## config.mk

```make
export PLATFORM = sky130hd
export DESIGN_NAME = errRateVctl
export DESIGN_NICKNAME = d
export VERILOG_FILES = /design/src/rtl/errRatePkg.sv /design/src/rtl/errRateCtrl.sv /design/src/rtl/errRateData.sv /design/src/rtl/errRateVctl.sv
export SDC_FILE = /design/constraint.sdc
export NUM_CORES = 1
export LEC_CHECK = 0
export ABC_CLOCK_PERIOD_IN_PS = 6250
export BUFFER_PORTS_ARGS = -buffer_cell sky130_fd_sc_hd__buf_2
export CORE_ASPECT_RATIO = 0.5
export CORE_MARGIN = 5
export CORE_UTILIZATION = 50
export CTS_CLUSTER_DIAMETER = 60
export DETAILED_ROUTE_END_ITERATION = 10
export PLACE_DENSITY = 0.74
export REMOVE_ABC_BUFFERS = 1
export SYNTH_ARGS = -nofsm -noshare
export SYNTH_HDL_FRONTEND = slang
export SYNTH_SLANG_ARGS = --single-unit
export TNS_END_PERCENT = 20
```

## constraint.sdc

```tcl
create_clock -name clk -period 6.25 [get_ports clk]
set_input_delay 1.25 -clock clk [delete_from_list [all_inputs] [get_ports clk]]
set_output_delay 1.25 -clock clk [all_outputs]
set_load 0.03 [all_outputs]
```

## src/rtl/errRatePkg.sv

```systemverilog
package errRatePkg;

  typedef enum logic {
    ST_SAMPLE = 1'b0,
    ST_SETTLE = 1'b1
  } ctlState_t;

  // strobes from control to datapath
  typedef struct packed {
    logic cntEn;      // count error events this cycle
    logic evalNow;    // last cycle of the window: judge and step
    logic forceSafe;  // panic: load safe code, clear count
  } ctlStrobe_t;

endpackage

```

## src/rtl/errRateCtrl.sv

```systemverilog
module errRateCtrl
  import errRatePkg::*;
#(
  parameter int WIN_LEN  = 5000,
  parameter int SETTLE_W = 12,
  localparam int WIN_W   = $clog2(WIN_LEN)
) (
  input  logic                clk,
  input  logic                rstN,
  input  logic                panic,
  input  logic [SETTLE_W-1:0] settleCycles,
  input  logic                willMove,
  output ctlStrobe_t          strobe
);

  localparam logic [WIN_W-1:0] WIN_LAST = WIN_W'(WIN_LEN - 1);

  ctlState_t             st;
  logic [WIN_W-1:0]      winCnt;
  logic [SETTLE_W-1:0]   settleCnt;
  logic                  winLast;

  assign winLast = (st == ST_SAMPLE) && (winCnt == WIN_LAST);

  always_comb begin
    strobe.forceSafe = panic;
    strobe.cntEn     = !panic && (st == ST_SAMPLE);
    strobe.evalNow   = !panic && winLast;
  end

  always_ff @(posedge clk) begin
    if (!rstN || panic) begin
      st        <= ST_SAMPLE;
      winCnt    <= '0;
      settleCnt <= '0;
    end else begin
      case (st)
        ST_SAMPLE: begin
          if (winCnt == WIN_LAST) begin
            winCnt <= '0;
            if (willMove && (settleCycles != '0)) begin
              st        <= ST_SETTLE;
              settleCnt <= settleCycles;
            end
          end else begin
            winCnt <= winCnt + 1'b1;
          end
        end
        ST_SETTLE: begin
          if (settleCnt <= SETTLE_W'(1)) st <= ST_SAMPLE;
          settleCnt <= settleCnt - 1'b1;
        end
        default: st <= ST_SAMPLE;
      endcase
    end
  end


  panic_restart_chk: assert property (@(posedge clk) disable iff (!rstN)
    panic |=> (st == ST_SAMPLE && winCnt == '0));


  win_bound_chk: assert property (@(posedge clk) disable iff (!rstN)
    winCnt <= WIN_LAST);


  settle_quiet_chk: assert property (@(posedge clk) disable iff (!rstN)
    (st == ST_SETTLE) |-> (winCnt == '0));

endmodule

```

## src/rtl/errRateData.sv

```systemverilog
module errRateData
  import errRatePkg::*;
#(
  parameter int              WIN_LEN   = 5000,
  parameter int              VCODE_W   = 8,
  parameter logic [VCODE_W-1:0] VMIN   = 8'd40,
  parameter logic [VCODE_W-1:0] VMAX   = 8'd200,
  parameter logic [VCODE_W-1:0] VSAFE  = 8'd200,
  parameter int              DEAD_BAND = 1,
  localparam int             CNT_W     = $clog2(WIN_LEN + 1)
) (
  input  logic               clk,
  input  logic               rstN,
  input  logic               errEvt,
  input  logic [CNT_W-1:0]   targetRate,
  input  ctlStrobe_t         strobe,
  output logic               willMove,
  output logic [VCODE_W-1:0] vCode,
  output logic               vUpdate
);

  localparam int DW = CNT_W + 2;
  localparam logic signed [DW-1:0] BAND_HI = DW'(DEAD_BAND);
  localparam logic signed [DW-1:0] BAND_LO = -DW'(DEAD_BAND);

  logic [CNT_W-1:0]        errCnt;
  logic [CNT_W-1:0]        sampleCnt;
  logic signed [DW-1:0]    rateDiff;
  logic                    goDown;
  logic                    goUp;
  logic [VCODE_W-1:0]      nextCode;

  // final window cycle still contributes its event
  assign sampleCnt = errCnt + CNT_W'(errEvt);
  assign rateDiff  = $signed({2'b00, targetRate}) - $signed({2'b00, sampleCnt});
  assign goDown    = rateDiff > BAND_HI;
  assign goUp      = rateDiff < BAND_LO;

  always_comb begin
    nextCode = vCode;
    if (goDown && (vCode > VMIN))     nextCode = vCode - 1'b1;
    else if (goUp && (vCode < VMAX))  nextCode = vCode + 1'b1;
  end

  assign willMove = strobe.evalNow && (nextCode != vCode);

  always_ff @(posedge clk) begin
    if (!rstN) begin
      vCode   <= VSAFE;
      vUpdate <= 1'b0;
      errCnt  <= '0;
    end else if (strobe.forceSafe) begin
      vCode   <= VSAFE;
      vUpdate <= (vCode != VSAFE);
      errCnt  <= '0;
    end else if (strobe.evalNow) begin
      vCode   <= nextCode;
      vUpdate <= willMove;
      errCnt  <= '0;
    end else begin
      vUpdate <= 1'b0;
      if (strobe.cntEn && errEvt) errCnt <= errCnt + 1'b1;
    end
  end


  code_range_chk: assert property (@(posedge clk) disable iff (!rstN)
    (vCode >= VMIN) && (vCode <= VMAX));


  update_match_chk: assert property (@(posedge clk) disable iff (!rstN)
    vUpdate == (vCode != $past(vCode)));


  safe_force_chk: assert property (@(posedge clk) disable iff (!rstN)
    strobe.forceSafe |=> (vCode == VSAFE));


  single_step_chk: assert property (@(posedge clk) disable iff (!rstN)
    strobe.evalNow |=> (vCode == $past(vCode) || vCode == $past(vCode) + 1'b1
                        || vCode == $past(vCode) - 1'b1));


  band_hold_chk: assert property (@(posedge clk) disable iff (!rstN)
    (strobe.evalNow && !goUp && !goDown) |=> $stable(vCode));

endmodule

```

## src/rtl/errRateVctl.sv

```systemverilog
module errRateVctl
  import errRatePkg::*;
#(
  parameter int                 WIN_LEN   = 5000,
  parameter int                 VCODE_W   = 8,
  parameter logic [VCODE_W-1:0] VMIN      = 8'd40,
  parameter logic [VCODE_W-1:0] VMAX      = 8'd200,
  parameter logic [VCODE_W-1:0] VSAFE     = 8'd200,
  parameter int                 SETTLE_W  = 12,
  parameter int                 DEAD_BAND = 1,
  localparam int                CNT_W     = $clog2(WIN_LEN + 1)
) (
  input  logic                clk,
  input  logic                rstN,
  input  logic                errEvt,
  input  logic                panic,
  input  logic [CNT_W-1:0]    targetRate,
  input  logic [SETTLE_W-1:0] settleCycles,
  output logic [VCODE_W-1:0]  vCode,
  output logic                vUpdate
);

  ctlStrobe_t strobe;
  logic       willMove;

  errRateCtrl #(
    .WIN_LEN (WIN_LEN),
    .SETTLE_W(SETTLE_W)
  ) u_ctrl (
    .clk         (clk),
    .rstN        (rstN),
    .panic       (panic),
    .settleCycles(settleCycles),
    .willMove    (willMove),
    .strobe      (strobe)
  );

  errRateData #(
    .WIN_LEN  (WIN_LEN),
    .VCODE_W  (VCODE_W),
    .VMIN     (VMIN),
    .VMAX     (VMAX),
    .VSAFE    (VSAFE),
    .DEAD_BAND(DEAD_BAND)
  ) u_data (
    .clk       (clk),
    .rstN      (rstN),
    .errEvt    (errEvt),
    .targetRate(targetRate),
    .strobe    (strobe),
    .willMove  (willMove),
    .vCode     (vCode),
    .vUpdate   (vUpdate)
  );

endmodule

```

==> impl_metrics.toml <==
[job]
cap_violations = 0

[clock_tree]
clk_pin_slew_ns = 0.06
clk_latency_ns = 0.29
cts_buffers = 5
cts_hold_buf = 0
cts_post_setup_buffers_inserted = 0
clk_path_buf_depth = 2
htreeDepth = 2
root_buffer = "clkbuf_16"
cts_resized = 0
cts_tree = "yes"
cts_sinks = 48

[grt]
grt_pass1_wl_um = 13610
grt.overflow.total = 0
gr-usage-all-layers = 0.1789
grt_pass1_vias = 3068
grt_max_degree = 27
antenna_found_initial = 0

[power]
p_leak_nw = 1.426
power_density_mw_per_mm2 = 169.3
irDropWorstVdd_v = 0.00009612

[yosys]
ys_seq_area_frac = 0.2703
yosys_warnings = 0
yosys-top-cells-count = "nor2_1, dfxtp_1, nand2_1, a21oi_1"
synth.top_cell.area_share = 0.2703
synth-edff-count = 0
syn-cell-area_mm2 = 0.003555
synth_top_area_cell = "dfxtp_1"
synth.most_common_cell = "nor2_1"
synthArstFlopShare = 0
synth_seq_cells = 48
syn_inst = 459
ys.flop_type = "dfxtp_1"
synth.distinct_cells = 60
synth_area_leaders = "dfxtp_1, ha_1, xor2_1, nor2_1, a21oi_1"
syn_avg_cell_area_um2 = 7.744

[routing]
via_count = 3318
drc = 0
drt_wl_total_um = 8012
met3_length_um = 459
wl_per_cell_um = 13.86
ant_nets = 0
wl_met1_um = 3952
drt_iter0_markers = 288
wl_met2_um = 3538
viasPerCell = 5.740
top_layer = "met4"
drt_first_pass_iters = 5

[sta]
fmax_mhz = 203.3
post-route-min-period_ns = 4.919
rsz0062_at_grt = "false"
finalSetupViolCount = 0
period_share = 0.7870
worst_pin_slew_ns = 1.037
slew_violations = 0
relSlewSlack = 0.3070
holdWs_ns = 0.4723
fin_skew_ns = 0.004282
fin_tns_setup_ns = 0
finalHoldViolCount = 0

[floorplanning]
die_w_um = 129.2
start_util = 0.5223
die-area_mm2 = 0.008998
core_area_mm2 = 0.006805
rows = 21
die_h_um = 69.62
io_pins = 38

[outcome]
status = "finished clean"

[setup_path]
critPathMaxFanout = 14
crit_chain = "buf_2, ha_1, ha_1, nand3_1, xor2_1, ha_1, a21oi_1, and2_1, a21oi_1, a2111oi_2, and4bb_1, and4_4, o22ai_1, nand3_1, a221oi_1, nor2_1"
r2r_start = "u_data.errCnt[0]"
critical_path_class = "input port to register"
slowest_delay_ns = 0.46
path_buf_inv = 1
endpoint_kind = "register"
crit_path_top_delay_cell = "nand3_1"
crit_top_cell = "ha_1"
critPathTopFamily = "simple AND/OR/NAND/NOR gates"
arrival_ns = 5.07
required_ns = 6.40
crit_path_start = "errEvt"
critPathLaunchType = "input port"

[placement]
dpl.hpwl_um = 6053
portBuffers = 37
gp_congestion = 0.9231

[final_layout]
antennaDiodeCount = 0
regArea_um2 = 960.9
fin_nets = 537
multiInputGateArea_mm2 = 0.002461
drive_above_1_share = 0.1173
syn_to_final_growth_pct = 10.10
n_fill_cell = 658

[worst_hold_path]
min_from = "u_ctrl.settleCnt[10]"
hold_path.class = "register to register"
[kinds of logic (layout without fill, tap and decap cells)]
group                    Yosys count  after routing  share of synthesized area
AND/OR/NAND/NOR                  216            216                     0.3094
AO/OA/AOI/OAI                     90             90                     0.1668
flip-flops                        48             48                     0.2703
multiplexers                       9              9                    0.02710
adder cells (fa/ha/maj)           23             23                    0.08307
buffers and inverters             30             57                    0.03731
XOR/XNOR                          43             43                     0.1059
[routing by layer]
layer,track usage,vias to the layer above
li1,-,1709
met1,0.2483,1488
met2,0.2856,114
met3,0.03308,7
met4,0.04307,0
met5,0,-
[worst min-delay path: cells and delay by family, from the launching register on]
kind	cells	cell delay (ns)
flip-flops	1	0.31
AND/OR/NAND/NOR	1	0.06
AO/OA/AOI/OAI	1	0.06
[power by group]
part           switching, W  total [W]  internal, W
clock network      0.000108   0.000268     0.000160
registers       0.000000991   0.000308     0.000307
logic             0.0000512  0.0000870    0.0000358
[path summary, 6_finish.rpt]
kind,endpoint,slack (ns),depth (start not counted)
worst max-delay path,u_ctrl.settleCnt[3],1.33,16
worst min-delay path,u_ctrl.settleCnt[10],0.47,2
worst max register to register,u_ctrl.settleCnt[3],1.97,15
worst min register to register,u_ctrl.settleCnt[10],0.47,2
[flip-flops by register name (all words and copies together) (netlist names)]
register and count:
u_ctrl.winCnt 13, u_ctrl.settleCnt 12, u_data.vCode 8, u_ctrl.st 1
u_data.vUpdate 1, u_data.errCnt 13
[cells in the final DEF (no fill, tap or decap), drive strengths merged, types with 11 or more instances in the layout]
cell    n
a21oi  32
buf    37
dfxtp  48
ha     22
inv    12
nand2  36
nand3  26
nand4  16
nor2   59
nor3   20
o21ai  18
or3    11
xnor2  17
xor2   26
[area by class of cell]
type                       instances  area share
multi-input combinational        381      0.6288
clock buffer                       8     0.03740
sequential                        48      0.2455
tap                               92     0.02941
timing repair buffer              37     0.04731
inverter                          12     0.01151
[stage by stage]
stage | instances | power (W) | util | setup WS [ns] | instance area, um^2
4_1_cts | 578 | 0.0006663 | 0.5751 | 1.339 | 3914
2_1_floorplan | 441 | 0.0003749 | - | 1.682 | 3467
3_3_place_gp | 570 | 0.0003995 | 0.5536 | 1.209 | 3767
5_1_grt | 578 | 0.0006913 | 0.5751 | 0.9438 | 3914
6_report | 578 | 0.0006626 | 0.5751 | 1.331 | 3914
3_5_place_dp | 570 | 0.0004004 | 0.5536 | 1.042 | 3767
Power figures use the tool's default switching activity.
